<file path="config.mk">
export PLATFORM = sky130hd
export DESIGN_NAME = i2c_eeprom_slave
export DESIGN_NICKNAME = d
export VERILOG_FILES = /design/src/rtl/eeprom_pkg.sv /design/src/rtl/i2c_line_sampler.sv /design/src/rtl/eeprom_write_timer.sv /design/src/rtl/id_page_store.sv /design/src/rtl/i2c_eeprom_slave.sv
export SDC_FILE = /design/constraint.sdc
export NUM_CORES = 1
export LEC_CHECK = 0
export BUFFER_PORTS_ARGS = -buffer_cell sky130_fd_sc_hd__buf_4
export CORE_MARGIN = 2
export CORE_UTILIZATION = 32
export DETAILED_ROUTE_END_ITERATION = 6
export PLACE_DENSITY = 0.45
export SLEW_MARGIN = 30
export SYNTH_ARGS = -nofsm -noshare
export SYNTH_HDL_FRONTEND = slang
export SYNTH_SLANG_ARGS = --single-unit
</file>
<file path="constraint.sdc">
create_clock -name clk -period 2.8 [get_ports clk]
set_input_delay 0.42 -clock clk [delete_from_list [all_inputs] [get_ports clk]]
set_output_delay 0.42 -clock clk [all_outputs]
set_load 0.02 [all_outputs]
</file>
<file path="src/rtl/eeprom_pkg.sv">
package eeprom_pkg;
  localparam logic [3:0] DEV_MAIN = 4'b1010;
  localparam logic [3:0] DEV_IDPG = 4'b1011;

  typedef enum logic [2:0] {
    PH_IDLE,
    PH_DEV,
    PH_AHI,
    PH_ALO,
    PH_WDAT,
    PH_RDAT,
    PH_SKIP
  } phase_t;
endpackage

</file>
<file path="src/rtl/i2c_line_sampler.sv">
module i2c_line_sampler (
  input  logic clk,
  input  logic rst,
  input  logic scl_i,
  input  logic sda_i,
  output logic scl_s,
  output logic sda_s,
  output logic scl_rise,
  output logic scl_fall,
  output logic start_e,
  output logic stop_e
);
  logic [1:0] scl_m, sda_m;
  logic       scl_p, sda_p;

  always_ff @(posedge clk) begin
    if (rst) begin
      scl_m <= 2'b11;
      sda_m <= 2'b11;
      scl_p <= 1'b1;
      sda_p <= 1'b1;
    end else begin
      scl_m <= {scl_m[0], scl_i};
      sda_m <= {sda_m[0], sda_i};
      scl_p <= scl_m[1];
      sda_p <= sda_m[1];
    end
  end

  assign scl_s    = scl_m[1];
  assign sda_s    = sda_m[1];
  assign scl_rise = ~scl_p & scl_s;
  assign scl_fall = scl_p & ~scl_s;
  assign start_e  = scl_p & scl_s & sda_p & ~sda_s;
  assign stop_e   = scl_p & scl_s & ~sda_p & sda_s;
endmodule

</file>
<file path="src/rtl/eeprom_write_timer.sv">
module eeprom_write_timer #(
  parameter int CYCLES = 1250000
) (
  input  logic clk,
  input  logic rst,
  input  logic kick,
  output logic busy
);
  localparam int CW = $clog2(CYCLES + 1);
  localparam logic [CW-1:0] LOADV = CW'(CYCLES);

  logic [CW-1:0] left;

  always_ff @(posedge clk) begin
    if (rst)              left <= '0;
    else if (kick)        left <= LOADV;
    else if (left != '0)  left <= left - 1'b1;
  end

  assign busy = (left != '0);

  // the busy window opens only after a write-ending Stop
  a_r5_busy_from_kick: assert property (@(posedge clk) disable iff (rst)
    $rose(busy) |-> $past(kick));
endmodule

</file>
<file path="src/rtl/id_page_store.sv">
module id_page_store #(
  parameter int PAGE_W = 6
) (
  input  logic              clk,
  input  logic              rst,
  input  logic              we,
  input  logic [PAGE_W-1:0] waddr,
  input  logic [7:0]        wdata,
  input  logic [PAGE_W-1:0] raddr,
  output logic [7:0]        rdata,
  input  logic              lock_set,
  output logic              locked
);
  localparam int DEPTH = 1 << PAGE_W;

  logic [7:0] cells [0:DEPTH-1];

  always_ff @(posedge clk) begin
    if (we) cells[waddr] <= wdata;
    rdata <= cells[raddr];
  end

  always_ff @(posedge clk) begin
    if (rst)           locked <= 1'b0;
    else if (lock_set) locked <= 1'b1;
  end

  // a locked page never takes a write
  a_r10_locked_refuses: assert property (@(posedge clk) disable iff (rst)
    we |-> !locked);
endmodule

</file>
<file path="src/rtl/i2c_eeprom_slave.sv">
module i2c_eeprom_slave
  import eeprom_pkg::*;
#(
  parameter int ADDR_W       = 15,
  parameter int PAGE_W       = 6,
  parameter int WRITE_CYCLES = 1250000,
  parameter int LOCK_BIT     = 10
) (
  input  logic              clk,
  input  logic              rst,
  input  logic              scl_i,
  input  logic              sda_i,
  output logic              sda_oe,
  input  logic [2:0]        chip_en,
  input  logic              wc,
  output logic [ADDR_W-1:0] mem_addr,
  output logic              mem_we,
  output logic [7:0]        mem_wdata,
  input  logic [7:0]        mem_rdata
);
  logic scl_s, sda_s, scl_rise, scl_fall, start_e, stop_e;
  logic busy, kick, locked, lock_set;

  phase_t            ph;
  logic [3:0]        bcnt;
  logic [7:0]        sh, ahi, txb, id_rdata, id_wd_q, rd_byte;
  logic              id_sel, rw, acked, oe, wrote, lock_cmd, lock_pend;
  logic [ADDR_W-1:0] ptr, ptr_pinc, mem_addr_q;
  logic [PAGE_W-1:0] idp, id_wa_q;
  logic              mem_we_q, id_we_q;
  logic [7:0]        mem_wd_q;
  logic [15:0]       abus;
  logic              sel_hit, data_ok;

  i2c_line_sampler u_lines (
    .clk(clk), .rst(rst), .scl_i(scl_i), .sda_i(sda_i),
    .scl_s(scl_s), .sda_s(sda_s), .scl_rise(scl_rise), .scl_fall(scl_fall),
    .start_e(start_e), .stop_e(stop_e)
  );

  eeprom_write_timer #(.CYCLES(WRITE_CYCLES)) u_timer (
    .clk(clk), .rst(rst), .kick(kick), .busy(busy)
  );

  id_page_store #(.PAGE_W(PAGE_W)) u_idpg (
    .clk(clk), .rst(rst), .we(id_we_q), .waddr(id_wa_q), .wdata(id_wd_q),
    .raddr(idp), .rdata(id_rdata), .lock_set(lock_set), .locked(locked)
  );

  assign abus     = {ahi, sh};
  assign ptr_pinc = {ptr[ADDR_W-1:PAGE_W], ptr[PAGE_W-1:0] + 1'b1};
  assign sel_hit  = ((sh[7:4] == DEV_MAIN) || (sh[7:4] == DEV_IDPG)) &&
                    (sh[3:1] == chip_en) && !busy;
  assign data_ok  = !wc && !(id_sel && locked);
  assign rd_byte  = id_sel ? id_rdata : mem_rdata;

  generate
    if (ADDR_W < 16) begin : g_spare
      logic unused_addr_bits;
      assign unused_addr_bits = ^abus[15:ADDR_W];
    end
  endgenerate

  always_ff @(posedge clk) begin
    if (rst) begin
      ph         <= PH_IDLE;
      bcnt       <= '0;
      sh         <= '0;
      ahi        <= '0;
      txb        <= '0;
      id_sel     <= 1'b0;
      rw         <= 1'b0;
      acked      <= 1'b0;
      oe         <= 1'b0;
      wrote      <= 1'b0;
      lock_cmd   <= 1'b0;
      lock_pend  <= 1'b0;
      lock_set   <= 1'b0;
      kick       <= 1'b0;
      ptr        <= '0;
      idp        <= '0;
      mem_addr_q <= '0;
      mem_we_q   <= 1'b0;
      mem_wd_q   <= '0;
      id_we_q    <= 1'b0;
      id_wa_q    <= '0;
      id_wd_q    <= '0;
    end else begin
      mem_we_q   <= 1'b0;
      id_we_q    <= 1'b0;
      lock_set   <= 1'b0;
      kick       <= 1'b0;
      mem_addr_q <= ptr;
      if (start_e) begin
        ph        <= PH_DEV;
        bcnt      <= '0;
        oe        <= 1'b0;
        wrote     <= 1'b0;
        lock_pend <= 1'b0;
      end else if (stop_e) begin
        ph        <= PH_IDLE;
        oe        <= 1'b0;
        kick      <= wrote;
        lock_set  <= lock_pend;
        wrote     <= 1'b0;
        lock_pend <= 1'b0;
      end else if (ph != PH_IDLE && ph != PH_SKIP) begin
        if (scl_rise) begin
          if (bcnt < 4'd8) sh <= {sh[6:0], sda_s};
          if (bcnt == 4'd8 && ph == PH_RDAT) begin
            if (id_sel) idp <= idp + 1'b1;
            else        ptr <= ptr + 1'b1;
            if (sda_s)  ph  <= PH_SKIP;
          end
          bcnt <= bcnt + 4'd1;
        end else if (scl_fall) begin
          if (bcnt == 4'd8) begin
            case (ph)
              PH_DEV: begin
                oe     <= sel_hit;
                acked  <= sel_hit;
                id_sel <= sh[4];
                rw     <= sh[0];
              end
              PH_AHI: begin
                ahi   <= sh;
                oe    <= 1'b1;
                acked <= 1'b1;
              end
              PH_ALO: begin
                oe    <= 1'b1;
                acked <= 1'b1;
                if (id_sel) begin
                  idp      <= sh[PAGE_W-1:0];
                  lock_cmd <= abus[LOCK_BIT];
                end else begin
                  ptr <= abus[ADDR_W-1:0];
                end
              end
              PH_WDAT: begin
                oe    <= data_ok;
                acked <= data_ok;
                if (data_ok) begin
                  wrote <= 1'b1;
                  if (id_sel) begin
                    if (lock_cmd) lock_pend <= 1'b1;
                    else begin
                      id_we_q <= 1'b1;
                      id_wa_q <= idp;
                      id_wd_q <= sh;
                      idp     <= idp + 1'b1;
                    end
                  end else begin
                    mem_we_q   <= 1'b1;
                    mem_addr_q <= ptr;
                    mem_wd_q   <= sh;
                    ptr        <= ptr_pinc;
                  end
                end
              end
              default: oe <= 1'b0;
            endcase
          end else if (bcnt == 4'd9) begin
            bcnt <= '0;
            oe   <= 1'b0;
            if (!acked) begin
              ph <= PH_SKIP;
            end else begin
              case (ph)
                PH_DEV: begin
                  if (rw) begin
                    ph  <= PH_RDAT;
                    txb <= rd_byte;
                    oe  <= ~rd_byte[7];
                  end else begin
                    ph <= PH_AHI;
                  end
                end
                PH_AHI: ph <= PH_ALO;
                PH_ALO: ph <= PH_WDAT;
                PH_RDAT: begin
                  txb <= rd_byte;
                  oe  <= ~rd_byte[7];
                end
                default: ph <= ph;
              endcase
            end
          end else if (ph == PH_RDAT) begin
            oe <= ~txb[3'd7 - bcnt[2:0]];
          end
        end
      end
    end
  end

  assign sda_oe    = oe;
  assign mem_addr  = mem_addr_q;
  assign mem_we    = mem_we_q;
  assign mem_wdata = mem_wd_q;

  // while the write cycle runs, a select byte is never acknowledged
  a_r5_busy_nack: assert property (@(posedge clk) disable iff (rst)
    (ph == PH_DEV && scl_fall && bcnt == 4'd8 && busy) |=> !sda_oe);

  // no array or page write follows a data byte taken with wc high
  a_r4_wc_blocks_array: assert property (@(posedge clk) disable iff (rst)
    mem_we |-> $past(!wc));
  a_r4_wc_blocks_page: assert property (@(posedge clk) disable iff (rst)
    id_we_q |-> $past(!wc));

  // the drive on SDA moves only while the bus clock is low
  a_r8_drive_moves_scl_low: assert property (@(posedge clk) disable iff (rst)
    (sda_oe != $past(sda_oe)) |-> !scl_s);
endmodule

</file>
; ---- After elaboration in Yosys (flattened, before gate mapping)
; Memory sizes are Yosys's and may differ from the RTL's. A register that Yosys moved wholly into a read port is not among the register bits.
; Cells that the tools add are included.
[word_totals]
ramBits = 512
input_bits = 16
ff_bits = 127
n_memories = 1
[op_classes]
mux = 54
bitwise = 23
eq_ne = 29
n_reduce_logical = 48
n_lt_le_gt_ge = 2
n_addsub = 6
[memory_table]
columns = memory, depth, word_bits, read_ports, rd_clocked_by_memory_dff, write_ports, line_no
row1 = u_idpg.cells, 64, 8, 1, 1, 1, id_page_store.sv:16  ; logic [7:0] cells [0:DEPTH-1];
[op_table]
columns = op, n
row1 = $mux W15, 6
row2 = $mux W6, 11
row3 = $mux W21, 2
row4 = $reduce_and A7 Y1, 5
row5 = $pmux W15 S2, 1
row6 = $mux W3, 8
row7 = $reduce_and A11 Y1, 2
row8 = $reduce_bool A21 Y1, 1
row9 = $sub A21 B1 Y21 const B, 1
row10 = $reduce_and A10 Y1, 2
row11 = $eq A4 B4 Y1 const B, 4
row12 = $mux W4, 4
row13 = $mux W8, 2
row14 = $ne A2 B2 Y1 const B, 8
row15 = $not A1 Y1, 16
row16 = $pmux W8 S2, 1
row17 = $reduce_and A8 Y1, 2
row18 = $add A15 B1 Y15 const B, 1
row19 = $reduce_bool A3 Y1, 5
row20 = $mux W1, 13
row21 = $add A6 B1 Y6 const B, 2
row22 = $pmux W6 S2, 1
row23 = $reduce_and A12 Y1, 1
row24 = $reduce_bool A2 Y1, 6
row25 = 31 further kinds, 57

; ---- Longest topological paths before layout
[logic_depth]
depth_word = 10
depth_mapped = 10
depth_no_buf = 8

; ---- Modules after synthesis
; Synthesis repeated with hierarchy kept, for this count alone.
[unflattened]
cells_unflattened = 1628
area_unflattened_um2 = 26212.6
[modules_own_cells]
columns = mod, cells_per_inst, area_each_um2, n_inst, seq_area_each_um2
row1 = id_page_store, 928, 20140.6, 1, 15554.9
row2 = i2c_eeprom_slave, 535, 4624.4, 1, 1981.9
row3 = eeprom_write_timer, 149, 1257.5, 1, 420.4
row4 = i2c_line_sampler, 16, 190.2, 1, 120.1

; ---- Worst setup path before layout
; No wires, ideal clock.
[synth_path]
path_kind = reg2reg
start = register idp[1]
end = register u_idpg.rdata[2], read port of u_idpg.cells
setup_slack_ns = 0.184
setup_ns = 0.116
period_less_slack_ns = 2.616
t_arrival_ns = 2.500
path_stages_with_launch = 8
n_path_buf = 3
required_ns = 2.684
path_cell_list = dfxtp_1 -> buf_1 -> clkbuf_1 -> buf_1 -> mux4_2 -> a22oi_1 -> nand2_1 -> a31o_2
[synth_rtl]
columns = item, line_no
row1 = start: declaration, i2c_eeprom_slave.sv:29  ; logic [PAGE_W-1:0] idp, id_wa_q;
row2 = start signal: assignment, i2c_eeprom_slave.sv:111  ; if (id_sel) idp <= idp + 1'b1;
row3 = start signal: assignment, i2c_eeprom_slave.sv:134  ; idp <= sh[PAGE_W-1:0];
row4 = start signal: assignment, i2c_eeprom_slave.sv:151  ; idp <= idp + 1'b1;
row5 = end: declaration, id_page_store.sv:10  ; output logic [7:0] rdata,

; ---- Final worst setup path
[layout_path]
start = register u_lines.scl_p
end = register idp[1]
[layout_via]
elab_chain_len = 5
elab_cells_between_ends = 19
cone_classes = 4 x eq/ne / 1 x mux / 10 x bitwise / 4 x reduce/logical
[layout_lines]
columns = item, line_no
row1 = start: declaration, i2c_line_sampler.sv:14  ; logic scl_p, sda_p;
row2 = start signal: assignment, i2c_line_sampler.sv:25  ; scl_p <= scl_m[1];
row3 = $and A1 B1 Y1, "i2c_line_sampler.sv:34, i2c_line_sampler.sv:35"
row4 = "$and A1 B1 Y1, on equally long branches (2 in a row)", "i2c_line_sampler.sv:34, i2c_line_sampler.sv:35"
row5 = $not A1 Y1 (no source line), --
row6 = $reduce_and A12 Y1 (no source line), --
; Several ways; a longest one is shown, not always the timed one.
; A chain may end at the register's enable or synchronous reset.

==> results by group <==
Layout
  • Post-route cell area: a little over 30,000 µm²
  • Multi-input combinational cell area: 7380 µm²
  • Sequential standard cell area: 18,100 µm²
  • Layout Nets: 1,857
  • Share of layout cells above drive strength 1: between 20% and 30%
  • Area grow syn2layout: 19.4%
  • Fill cells: 7,448

Drt
  • Vias per inst: about 5
  • Drc violations: 0
  • DRT Wirelength: 69,200 µm
  • Drt initial violations: 1,217
  • Post-DRT Antenna Nets: 0
  • Post-DR wirelength/cell: between 20 and 25 µm
  • Pre-Repair DR Iteration Count: 5
  • DR vias: ~15k

STA
  • TNS Setup: 0 ns
  • Max-slew violation count: 0
  • Clock Skews: between 0.03 and 0.04 ns
  • Worst-Margin Slew: between 1 and 1.5 ns
  • Final Cycle Share: 95.0%
  • Setup violators final: 0
  • Rel. slew slack: a little under a third
  • Hold Violations, Final: 0
  • RSZ-0062 raised after global routing: false
  • Minimum clock period: ~2.7 ns
  • Peak Freq: between 300 and 400 MHz

Yosys
  • Synth area leaders: edfxtp_1 59%, dfxtp_1 10%, mux4_2 9.2%
  • Top-count cell post-synth: edfxtp_1
  • Area leader, netlist: edfxtp_1
  • Asr flop ratio synth: 0%
  • #FFs+latches synth: about 650
  • Synth top cells by count: 512 x edfxtp_1, 166 x nor2_1, 135 x dfxtp_1, 106 x mux4_2, 91 x mux2i_1
  • Syn Nets: ~1.7k
  • Seq/Total Area, Yosys: 69.9%
  • Synth cell types: 72
  • Post-Syn Instances: between 1.5k and 2k
  • Ys flop type: edfxtp_1
  • Post-synth EDFFs: about 510
  • Mapped Avg Cell Area: approximately 16 µm²
  • Synthesized area: 25,900 µm²
  • Yosys warning count: 0
  • Yosys top cell area share: 59.4%

Global routing
  • Vias in the first global route: roughly 15k
  • Antenna violations before repair: 3
  • Overflow after GRT: 0
  • First-pass GRT wire length: 102,000 µm
  • Largest net degree at the start of global routing: 66
  • Overall routing resource usage: 16.7%

Hold path
  • Worst min path class: input port to flip-flop

Worst setup path
  • WP buf/inv: 4
  • CP endpoint kind: flip-flop
  • Critical path class: flip-flop to flip-flop
  • Crit path required time: between 3 and 4 ns
  • Family with the most delay on the worst path: compound AO/OA/AOI/OAI gates
  • CP peak stage delay: 0.45 ns
  • Cell Chain, Critical Path: inv_1, ha_1, buf_4, inv_1, o21ai_0, a2111oi_2, buf_4, nor2_1, a311oi_1
  • Crit path DAT: 3.11 ns
  • CP max stage cell: a2111oi_2
  • Critical Path Start Type: flip-flop
  • CP max FO: 12

Place
  • Routability congestion estimate: between 0.8 and 0.9
  • DP HPWL: 45,500 µm
  • Placed inst area: roughly 29,000 µm²
  • Port buffer count: 40

Clock tree
  • H-tree Lvls: 3
  • Clk_lat worst skew: ~0.62 ns
  • Clock Tree Buf Depth: 3
  • Total CTS buffers: 74
  • CTS tree: done
  • Clock sink count: around 650
  • Clock slew seen by the registers of the worst setup and hold paths: about 0.05 ns
  • Root Driver: clkbuf_16
  • Setup repair bufs after CTS: 0

Die
  • Die height: approximately 290 µm
  • Die X-Extent: between 200 and 300 µm
  • Core footprint: 80,300 µm²
  • Starting Density: 32.2%
  • DIE AREA: between 80,000 and 90,000 µm²
  • # IOs: slightly above 40
  • Num rows: roughly 100

Run status
  • Outcome: finished clean

Power and ir drop
  • Lkg Pwr: about 8.7 nW
  • Total power: 20.9 mW
  • VDD IR max: roughly 0.46 mV
  • PD cells: 677 nW/µm²

Job
  • Max_cap viols: 0
registers in the layout (all words and copies together), names as in the netlist, 2 cells and up:
signal / flops
u_timer.left: 21
ahi: 7
bcnt: 4
ptr: 15
sh: 8
mem_wdata: 8
id_wa_q: 6
u_lines.sda_m: 2
id_wd_q: 8
txb: 8
ph: 3
u_lines.scl_m: 2
u_idpg.cells: 512
u_idpg.rdata: 8
mem_addr: 15
idp: 6
layer usage:
layer  vias to the layer above  global-route usage [%]  wire length (µm)
met3                        92                    2.73              3380
li1                       6795                       -                 -
met5                         -                       0                 0
met4                         0                    5.06              1460
met2                       351                    26.7             32500
met1                      7802                    23.4             31800
report_power, final:
group / internal [mW] / switching [mW]
clock network: 5.44 / 3.83
logic: 0.565 / 0.592
registers: 10.4 / 0.125
total: 16.4 / 4.54
cells in the final DEF, fill, tap and decap left out, types with 5 or more instances in the layout:
master       n
or3_1        7
nand4_1      8
mux2_2      15
clkbuf_16   79
edfxtp_1   512
a31oi_1      5
a211oi_1    21
nor3b_1      5
nor2b_1     24
nor4_1      11
a22oi_1     24
buf_4      195
o21ai_0     25
o221ai_1     9
nor2_1     165
mux2i_1     91
nand3_1     22
mux4_2     106
xnor2_1     17
nor3_1      21
inv_1       16
a21oi_1     62
o31ai_1     10
or2_2       10
dfxtp_1    124
clkinv_1     9
dfxtp_2      7
o22ai_1     20
nand2_1     83
buf_12      10
clkinv_2    11
ha_1        10
nand3b_1     9
xor2_1      11
nand2b_1    16
clkbuf_1    23
what timing repair did:
item | in CTS | in global routing
resized for setup | 0 | 2
endpoints found under the hold margin | 2 | 0
hold buffers | 2 | 0
endpoints found under the setup margin | 0 | 2
worst reg2reg max path, stage by stage (launching register included):
cell and delay [ns]:
dfxtp_1 0.35, inv_1 0.05, ha_1 0.23, buf_4 0.18, inv_1 0.25, o21ai_0 0.24, a2111oi_2 0.45, buf_4 0.25
nor2_1 0.06, a311oi_1 0.44
area by class of cell:
class	count	area share [%]
Antenna cell	2	0.0162
Clock buffer	105	6.81
Clock inverter	28	0.733
Inverter	16	0.194
Multi-Input combinational cell	885	23.9
Sequential cell	647	58.6
Tap cell	1060	4.29
Timing Repair Buffer	207	5.45
stage by stage:
stage | std cells | hold slack (ns) | utilization, % | setup slack [ns]
after floorplan | 1649 | 0.389 | - | 0.184
after global placement | 2813 | 0.408 | 35.5 | 0.0492
after detailed placement | 2813 | 0.401 | 35.5 | 0.0513
after CTS | 2948 | 0.168 | 38.4 | 0.0209
after global routing | 2948 | 0.211 | 38.5 | 0.00715
final | 2950 | 0.197 | 38.5 | 0.139
path summary, 6_finish.rpt:
path	startpoint	end	slack, ns	cells after the start
worst max-delay path	u_lines.scl_p	idp[1]	0.14	9
worst min-delay path	mem_rdata[5]	txb[5]	0.20	4
worst max register to register	u_lines.scl_p	idp[1]	0.14	9
worst min register to register	u_lines.scl_m[0]	u_lines.scl_m[1]	0.42	1
cells by family (layout without fill, tap and decap cells):
family          after synthesis  count (layout)  share of synthesized area, %
compound gates              216             216                          5.56
buf+inv                     117             356                          1.75
simple gates                419             419                          8.01
mux                         212             212                          13.4
xor+xnor                     28              28                         0.948
fa+ha+maj                    10              10                         0.484
other cells                   0               2                             0
flops                       647             647                          69.9
Power figures use the tool's default switching activity.
